===== src/rtl/stack_seq_pkg.sv =====
package stack_seq_pkg;

  typedef enum logic [2:0] {
    OP_CALL = 3'd0,
    OP_RET  = 3'd1,
    OP_IRQ  = 3'd2,
    OP_RTI  = 3'd3,
    OP_PUSH = 3'd4,
    OP_PULL = 3'd5
  } frameOp_t;

  // which saved or restored byte a transfer step handles
  typedef enum logic [2:0] {
    SEL_PCL  = 3'd0,
    SEL_PCH  = 3'd1,
    SEL_X    = 3'd2,
    SEL_A    = 3'd3,
    SEL_CC   = 3'd4,
    SEL_DATA = 3'd5
  } byteSel_t;

  typedef struct packed {
    logic     capture;  // snapshot register inputs
    logic     write;    // push one byte this cycle
    logic     read;     // pull one byte this cycle
    byteSel_t sel;
    logic     loadSp;   // replace pointer
  } stackStrobe_t;

  function automatic logic [2:0] frameLen(frameOp_t op);
    case (op)
      OP_CALL, OP_RET: frameLen = 3'd2;
      OP_IRQ, OP_RTI:  frameLen = 3'd5;
      default:         frameLen = 3'd1;
    endcase
  endfunction

endpackage


===== src/rtl/stack_seq_ctrl.sv =====
module stack_seq_ctrl
  import stack_seq_pkg::*;
(
  input  logic         clk,
  input  logic         rstN,
  input  logic         callReq,
  input  logic         retReq,
  input  logic         irqReq,
  input  logic         rtiReq,
  input  logic         pushReq,
  input  logic         pullReq,
  input  logic         loadReq,
  output stackStrobe_t strobe,
  output logic         busy
);

  logic     active;
  frameOp_t op;
  frameOp_t newOp;
  logic [2:0] step;
  logic     anyReq;
  logic     isWriteOp;

  always_comb begin
    anyReq = irqReq | callReq | rtiReq | retReq | pushReq | pullReq;
    if (irqReq)       newOp = OP_IRQ;
    else if (callReq) newOp = OP_CALL;
    else if (rtiReq)  newOp = OP_RTI;
    else if (retReq)  newOp = OP_RET;
    else if (pushReq) newOp = OP_PUSH;
    else              newOp = OP_PULL;
  end

  always_ff @(posedge clk) begin
    if (!rstN) begin
      active <= 1'b0;
      op     <= OP_CALL;
      step   <= 3'd0;
    end else if (!active) begin
      if (anyReq) begin
        active <= 1'b1;
        op     <= newOp;
        step   <= 3'd0;
      end
    end else if (step == frameLen(op) - 3'd1) begin
      active <= 1'b0;
      step   <= 3'd0;
    end else begin
      step <= step + 3'd1;
    end
  end

  always_comb begin
    isWriteOp = (op == OP_CALL) || (op == OP_IRQ) || (op == OP_PUSH);
    strobe.capture = !active && anyReq;
    strobe.loadSp  = !active && !anyReq && loadReq;
    strobe.write   = active && isWriteOp;
    strobe.read    = active && !isWriteOp;
    case (op)
      OP_CALL, OP_IRQ: strobe.sel = byteSel_t'(step);
      OP_RET:          strobe.sel = byteSel_t'(3'd1 - step);
      OP_RTI:          strobe.sel = byteSel_t'(3'd4 - step);
      default:         strobe.sel = SEL_DATA;
    endcase
  end

  assign busy = active;

endmodule


===== src/rtl/stack_seq_dp.sv =====
module stack_seq_dp
  import stack_seq_pkg::*;
#(
  parameter int ADDR_W = 16,
  parameter int DATA_W = 8,
  parameter logic [ADDR_W-1:0] RESET_SP = 16'h00FF
) (
  input  logic                clk,
  input  logic                rstN,
  input  stackStrobe_t        strobe,
  input  logic [ADDR_W-1:0]   loadVal,
  input  logic [2*DATA_W-1:0] pcIn,
  input  logic [DATA_W-1:0]   xIn,
  input  logic [DATA_W-1:0]   aIn,
  input  logic [DATA_W-1:0]   ccIn,
  input  logic [DATA_W-1:0]   pushData,
  input  logic [DATA_W-1:0]   memRdata,
  output logic [ADDR_W-1:0]   memAddr,
  output logic [DATA_W-1:0]   memWdata,
  output logic                memWe,
  output logic [ADDR_W-1:0]   spOut,
  output logic [2*DATA_W-1:0] pcOut,
  output logic [DATA_W-1:0]   xOut,
  output logic [DATA_W-1:0]   aOut,
  output logic [DATA_W-1:0]   ccOut,
  output logic [DATA_W-1:0]   pullData
);

  localparam int PC_W = 2 * DATA_W;

  logic [ADDR_W-1:0] sp;
  logic [ADDR_W-1:0] spInc;
  logic [PC_W-1:0]   pcSnap;
  logic [DATA_W-1:0] xSnap, aSnap, ccSnap, datSnap;

  assign spInc = sp + ADDR_W'(1);

  always_comb begin
    memWe   = strobe.write;
    memAddr = strobe.read ? spInc : sp;
    case (strobe.sel)
      SEL_PCL: memWdata = pcSnap[DATA_W-1:0];
      SEL_PCH: memWdata = pcSnap[PC_W-1:DATA_W];
      SEL_X:   memWdata = xSnap;
      SEL_A:   memWdata = aSnap;
      SEL_CC:  memWdata = ccSnap;
      default: memWdata = datSnap;
    endcase
  end

  always_ff @(posedge clk) begin
    if (!rstN) begin
      sp       <= RESET_SP;
      pcSnap   <= '0;
      xSnap    <= '0;
      aSnap    <= '0;
      ccSnap   <= '0;
      datSnap  <= '0;
      pcOut    <= '0;
      xOut     <= '0;
      aOut     <= '0;
      ccOut    <= '0;
      pullData <= '0;
    end else begin
      if (strobe.capture) begin
        pcSnap  <= pcIn;
        xSnap   <= xIn;
        aSnap   <= aIn;
        ccSnap  <= ccIn;
        datSnap <= pushData;
      end
      if (strobe.loadSp) begin
        sp <= loadVal;
      end else if (strobe.write) begin
        sp <= sp - ADDR_W'(1);
      end else if (strobe.read) begin
        sp <= spInc;
        case (strobe.sel)
          SEL_PCL: pcOut[DATA_W-1:0]    <= memRdata;
          SEL_PCH: pcOut[PC_W-1:DATA_W] <= memRdata;
          SEL_X:   xOut     <= memRdata;
          SEL_A:   aOut     <= memRdata;
          SEL_CC:  ccOut    <= memRdata;
          default: pullData <= memRdata;
        endcase
      end
    end
  end

  assign spOut = sp;

endmodule


===== src/rtl/stack_seq.sv =====
module stack_seq
  import stack_seq_pkg::*;
#(
  parameter int ADDR_W = 16,
  parameter int DATA_W = 8,
  parameter logic [ADDR_W-1:0] RESET_SP = 16'h00FF
) (
  input  logic                clk,
  input  logic                rstN,
  input  logic                callReq,
  input  logic                retReq,
  input  logic                irqReq,
  input  logic                rtiReq,
  input  logic                pushReq,
  input  logic                pullReq,
  input  logic                loadReq,
  input  logic [ADDR_W-1:0]   loadVal,
  input  logic [2*DATA_W-1:0] pcIn,
  input  logic [DATA_W-1:0]   xIn,
  input  logic [DATA_W-1:0]   aIn,
  input  logic [DATA_W-1:0]   ccIn,
  input  logic [DATA_W-1:0]   pushData,
  input  logic [DATA_W-1:0]   memRdata,
  output logic [ADDR_W-1:0]   memAddr,
  output logic [DATA_W-1:0]   memWdata,
  output logic                memWe,
  output logic                busy,
  output logic [ADDR_W-1:0]   spOut,
  output logic [2*DATA_W-1:0] pcOut,
  output logic [DATA_W-1:0]   xOut,
  output logic [DATA_W-1:0]   aOut,
  output logic [DATA_W-1:0]   ccOut,
  output logic [DATA_W-1:0]   pullData
);

  stackStrobe_t strobe;

  stack_seq_ctrl u_ctrl (
    .clk(clk), .rstN(rstN),
    .callReq(callReq), .retReq(retReq), .irqReq(irqReq), .rtiReq(rtiReq),
    .pushReq(pushReq), .pullReq(pullReq), .loadReq(loadReq),
    .strobe(strobe), .busy(busy)
  );

  stack_seq_dp #(.ADDR_W(ADDR_W), .DATA_W(DATA_W), .RESET_SP(RESET_SP)) u_dp (
    .clk(clk), .rstN(rstN), .strobe(strobe),
    .loadVal(loadVal), .pcIn(pcIn), .xIn(xIn), .aIn(aIn), .ccIn(ccIn),
    .pushData(pushData), .memRdata(memRdata),
    .memAddr(memAddr), .memWdata(memWdata), .memWe(memWe),
    .spOut(spOut), .pcOut(pcOut), .xOut(xOut), .aOut(aOut), .ccOut(ccOut),
    .pullData(pullData)
  );

endmodule


===== config.mk =====
export PLATFORM = sky130hd
export DESIGN_NAME = stack_seq
export DESIGN_NICKNAME = d
export VERILOG_FILES = /design/src/rtl/stack_seq_pkg.sv /design/src/rtl/stack_seq_ctrl.sv /design/src/rtl/stack_seq_dp.sv /design/src/rtl/stack_seq.sv
export SDC_FILE = /design/constraint.sdc
export NUM_CORES = 1
export LEC_CHECK = 0
export BUFFER_PORTS_ARGS = -buffer_cell sky130_fd_sc_hd__buf_4
export CORE_MARGIN = 1
export CORE_UTILIZATION = 45
export CTS_CLUSTER_SIZE = 20
export DETAILED_ROUTE_END_ITERATION = 8
export MAX_ROUTING_LAYER = met4
export PLACE_DENSITY = 0.71
export SYNTH_ARGS = -nofsm -noshare
export SYNTH_HDL_FRONTEND = slang
export SYNTH_SLANG_ARGS = --single-unit

===== constraint.sdc =====
create_clock -name clk -period 5.2 [get_ports clk]
set_input_delay 1.04 -clock clk [delete_from_list [all_inputs] [get_ports clk]]
set_output_delay 1.04 -clock clk [all_outputs]
set_load 0.01 [all_outputs]

==> results of run 1 <==
-- cell usage after synthesis (all sizes together), types with 11 or more instances --
library cell	instances
nor4	11
mux2i	29
a21oi	62
nor2	32
inv	11
dfxtp	119
nand2	155
o22ai	11
o32ai	11
xnor2	17
o21ai	34
nand3	41
clkbuf	49
buf	11
-- metal layers --
| metal | vias to the layer above | part of all wire | global-route usage |
|---|---|---|---|
| li1 | 2758 | - | - |
| met1 | 2624 | 0.45 | 0.3311 |
| met5 | - | 0 | - |
| met2 | 201 | 0.48 | 0.4069 |
| met4 | 0 | 0.015 | 0.08918 |
| met3 | 25 | 0.053 | 0.04764 |
-- cell type report --
| class | instances | area (um2) |
|---|---|---|
| Inverter | 12 | 45.04 |
| Fill cell | 1099 | 4578 |
| Tap cell | 168 | 210.2 |
| Sequential cell | 119 | 2382 |
| Multi-Input combinational cell | 513 | 3000 |
| Clock inverter | 11 | 125.1 |
| Timing Repair Buffer | 175 | 1314 |
| Clock buffer | 20 | 456.7 |
-- power by group --
| group | internal (uW) | total (uW) | switching, uW |
|---|---|---|---|
| combinational | 159 | 350 | 191 |
| sequential | 952 | 990 | 38.6 |
| clock | 727 | 1150 | 420 |
| total | 1840 | 2490 | 650 |
-- logic make-up (layout without fill, tap and decap cells) --
logic type	after synthesis	count (layout)	share of synthesized area
simple gates	282	282	0.2260
compound gates	161	161	0.1802
flops	119	119	0.4215
buf+inv	72	218	0.04959
mux	39	39	0.07195
xor+xnor	27	27	0.04184
fa+ha+maj	4	4	0.008856
-- through the flow --
stage	cell area [um2]	worst slack, ps	hold slack, ps	total power (uW)	instances
2_1_floorplan	5652	1983	432.9	1211	704
3_3_place_gp	6952	1647	440.1	1351	987
3_5_place_dp	6952	1572	449.7	1358	987
4_1_cts	7533	1062	458.6	2500	1018
5_1_grt	7533	845.2	471.3	2581	1018
6_report	7533	1040	455.6	2488	1018
-- critical path, cell delays in order, from the launching register on --
cell,delay [ps]
dfxtp_1,430
inv_1,100
ha_1,200
mux2_4,280
a211oi_4,450
a211o_1,590
o32ai_1,230
o22ai_1,250
buf_4,170
-- final timing paths --
path	startpoint	end	slack (ps)	cells after the start
max	u_ctrl.step[0]$_SDFFE_PN0P_	memWdata[7]	1040	8
min reg2reg	u_dp.pcSnap[2]$_SDFFE_PN0P_	u_dp.pcSnap[2]$_SDFFE_PN0P_	460	2
max reg2reg	u_ctrl.step[0]$_SDFFE_PN0P_	u_dp.aOut[1]$_SDFFE_PN0P_	2420	7
min	u_dp.pcSnap[2]$_SDFFE_PN0P_	u_dp.pcSnap[2]$_SDFFE_PN0P_	460	2
-- placed cells by master, fill, tap and decap left out, types with 5 or more instances in the layout --
cell type  netlist  layout
dfxtp_1        119     119
inv_1           10      10
or3_1            6       6
mux2_2           9       9
nand4_1          8       8
nand3_1         41      41
nand2_1        155     155
nor4_1          10      10
o21ai_0         34      34
o211ai_1         6       6
xnor2_1         17      17
nor3_1           7       7
nor2_1          31      31
o22ai_1         11      11
o2bb2ai_1        5       5
mux2i_1         29      29
o32ai_1         11      11
buf_4            0     175
xor2_1          10      10
a21oi_1         62      61
clkbuf_16        0      17
a221oi_1         8       8
-- state kept, by name, indices dropped and copies added, names as in the netlist, 8 cells and up --
signal / count
u_dp.aOut: 8
u_dp.aSnap: 8
u_dp.ccOut: 8
u_dp.ccSnap: 8
u_dp.datSnap: 8
u_dp.pcOut: 16
u_dp.pcSnap: 16
u_dp.pullData: 8
u_dp.spOut: 16
u_dp.xOut: 8
u_dp.xSnap: 8
==> out/results.ini, run 1 <==
[run_status]
outcome=finished, final reports clean

[flow_run]
drv_cap=0

[routing]
drt-total-wl_um=15780
route.detailed.drc=0
viasPerCell=5.509
ant_nets=0
via_count=5608
drtPass1Iterations=5
wire_per_inst_um=15.50
drtIter0Drc=471

[timing]
rsz0062_at_grt=false
worstMarginPinSlew_ps=1235
hold_viol=0
finalCritPeriodShare=0.8000
max_freq_mhz=240.4
fin_worst_skew_ps=6.962
relSlewSlack=0.1767
setup-violations-final=0
finalCriticalPeriod_ps=4160
drv_slew=0
tns_ps=0

[worst_setup_path]
worst_ep_required_time_ps=4160
arrival_ps=3120
end_kind=output port
start_kind=flip-flop
path_class=flip-flop to output port
critPathMaxFanout=24

[place]
io_buffer_count=170
gp_congestion=0.8685
hpwl_um=11180

[layout]
n_antenna_cell=0
nets=923
syn_to_final_growth_pct=33.30
post-route-util=0.6220
drive_gt1_frac=0.2671

[pwr]
powerDensity_nw_per_um2=330.2
max-vdd-ir-drop_uv=239.9
p_leak_uw=0.003226

[synth]
ys_seq_elements=119
synth_fp_nets=789
syn_inst=704
synth_top_area_cell=dfxtp_1
async_flop_share=0
netlist.area_leader.share=0.4215
syn-mean-instance-area_um2=8.028
synth-edff-count=0
synthesis.area_um2=5652
synth_cell_types=57
ys_seq_area_frac=0.4215
ys_warn_count=0
synthTopCellsByArea=dfxtp_1, nand2_1, a21oi_1
ys.flop_type=dfxtp_1

[floorplan]
ios=171
core_area_um2=12110
initial_core_util=0.4666
die_w_um=114.1
rows=40
die_y_um=114.1
die_area_um2=13010

[clock_network]
cts_setup_buffers=0
cts_num_sinks=119
cts_root_buf=clkbuf_16
cts_resized=0
clk_latency_ps=420
holdBufCountCts=0
clk_pin_slew_ps=50
cts_tree=done
numCtsBuffers=17
cts_buffer_depth=2
cts.htree.levels=4

[min_path]
hold_class=flip-flop to flip-flop

[global_route]
grt_util_all_layers=0.2575
grt_remaining_overflow=0
antenna_found_initial=0
grt_pass1_wl_um=25540
grt_pass1_vias=5201
grt_max_degree=73

(Power assumes the default switching activity.)
==> inputs of run 2 (changes only) <==
--- a/config.mk
+++ b/config.mk
@@ -11,7 +11,7 @@
 export CTS_CLUSTER_SIZE = 20
 export DETAILED_ROUTE_END_ITERATION = 8
 export MAX_ROUTING_LAYER = met4
-export PLACE_DENSITY = 0.71
+export PLACE_DENSITY = 0.74
 export SYNTH_ARGS = -nofsm -noshare
 export SYNTH_HDL_FRONTEND = slang
 export SYNTH_SLANG_ARGS = --single-unit
==> constraint.sdc (replaced) <==
create_clock -name clk -period 3.63 [get_ports clk]
set_input_delay 0.726 -clock clk [delete_from_list [all_inputs] [get_ports clk]]
set_output_delay 0.726 -clock clk [all_outputs]
set_load 0.01 [all_outputs]
==> out/results.ini, run 2 (synthesized netlist as in run 1, its figures left out) <==
[timing]
finalCritPeriodShare=0.9450
drv_slew=0
max_freq_mhz=291.5
setup-violations-final=0
tns_ps=0
fin_worst_skew_ps=8.769
relSlewSlack=0.1690
rsz0062_at_grt=false
hold_viol=0
worstMarginPinSlew_ps=1245
finalCriticalPeriod_ps=3430

[worst_setup_path]
r2r-start=u_ctrl.op[2]$_SDFFE_PN0P_
critPathMaxFanout=17
path_buf_inv=2
start_kind=flip-flop
worstSetupStartpoint=u_ctrl.step[0]$_SDFFE_PN0P_
worst_ep_required_time_ps=2900
end_kind=output port
arrival_ps=2700
critPathMaxStageDelay_ps=450
crit_slowest_cell=a211oi_4
path_delay_family=compound AO/OA/AOI/OAI gates
worstPathCellList=inv_1, ha_1, mux2_4, a211oi_4, a211o_2, o32ai_1, o22ai_1, buf_4
path_class=flip-flop to output port

[layout]
n_fill_cell=1065
final_cell_mix=buf_4, nand2_1, dfxtp_1
final_common_cell=buf_4
syn_to_final_growth_pct=34.12
n_antenna_cell=0
post-route-util=0.6258
drive_gt1_frac=0.2792
nets=928

[clock_network]
cts_setup_buffers=0
clk_latency_ps=410
numCtsBuffers=17
cts_tree=done
holdBufCountCts=0
cts_root_buf=clkbuf_16
cts_num_sinks=119
cts_buffer_depth=2
cts.htree.levels=4
clk_pin_slew_ps=60

[routing]
via_count=5727
drtIter0Drc=506
wire_per_inst_um=15.85
viasPerCell=5.593
drt-total-wl_um=16230
ant_nets=0
route.detailed.drc=0
drtPass1Iterations=7

[pwr]
fin_total_pwr_uw=3545
max-vdd-ir-drop_uv=276.6
powerDensity_nw_per_um2=467.7
p_leak_uw=0.003248

[place]
gp_congestion=0.9433
io_buffer_count=170
hpwl_um=11780

[global_route]
grt_pass1_wl_um=25910
grt_pass1_vias=5385
antenna_found_initial=0
grt_max_degree=68
grt_remaining_overflow=0
grt_util_all_layers=0.2589

[floorplan]
rows=40
die_area_um2=13010
die_y_um=114.1
die_w_um=114.1
ios=171
core_area_um2=12110
initial_core_util=0.4666

[min_path]
hold_class=flip-flop to flip-flop
min_from=u_dp.aSnap[4]$_SDFFE_PN0P_

[flow_run]
drv_cap=0

[run_status]
outcome=finished, final reports clean

[run 2: area by class of cell]
| class | count | area (um2) | area share |
|---|---|---|---|
| Multi-Input combinational cell | 513 | 3013 | 0.3975 |
| Clock buffer | 17 | 425.4 | 0.05612 |
| Sequential cell | 119 | 2384 | 0.3145 |
| Clock inverter | 15 | 151.4 | 0.01997 |
| Timing Repair Buffer | 180 | 1351 | 0.1783 |
| Inverter | 12 | 45.04 | 0.005943 |
| Tap cell | 168 | 210.2 | 0.02773 |
[run 2: final timing paths]
kind	to	slack (ps)	cells past startpoint
max	memWdata[3]	200	8
min	u_dp.aSnap[4]$_SDFFE_PN0P_	450	2
max reg2reg	u_dp.xOut[5]$_SDFFE_PN0P_	850	5
min reg2reg	u_dp.aSnap[4]$_SDFFE_PN0P_	450	2
[run 2: worst register-to-register path: stages, from the launching register on]
cell	delay (ps)
dfxtp_1	620
a21o_1	290
and2_1	530
o2111ai_1	740
nand3_1	300
o21ai_0	130
[run 2: where the power goes]
part / internal, uW / leakage (uW) / total, uW / switching [uW]
registers: 1360 / 0.000971 / 1420 / 60.3
clock network: 912 / 0.000277 / 1610 / 699
logic: 233 / 0.00200 / 512 / 279
total: 2510 / 0.00325 / 3550 / 1040
[run 2: per-layer routing]
metal	vias to the layer above	wire, um	global-route usage
met5	-	0	-
met4	0	449	0.1004
met3	47	1063	0.04606
met2	269	7732	0.4246
met1	2646	6989	0.3172
li1	2765	-	-
[run 2: timing repair]
item / CTS / global route
pin swaps: 0 / 1
gates cloned: 0 / 0
setup endpoints to repair: 6 / 8
resized for setup: 2 / 3
[run 2: per-stage QoR]
stage | cell area (um2) | cells | setup WS [ps] | hold WS (ps)
6_report | 7580 | 1024 | 199.7 | 454.5
5_1_grt | 7580 | 1024 | 52.63 | 480.0
4_1_cts | 7570 | 1024 | 62.60 | 453.3
3_5_place_dp | 6989 | 992 | 429.1 | 444.8
3_3_place_gp | 6989 | 992 | 533.7 | 447.1
2_1_floorplan | 5652 | 704 | 727.4 | 432.9
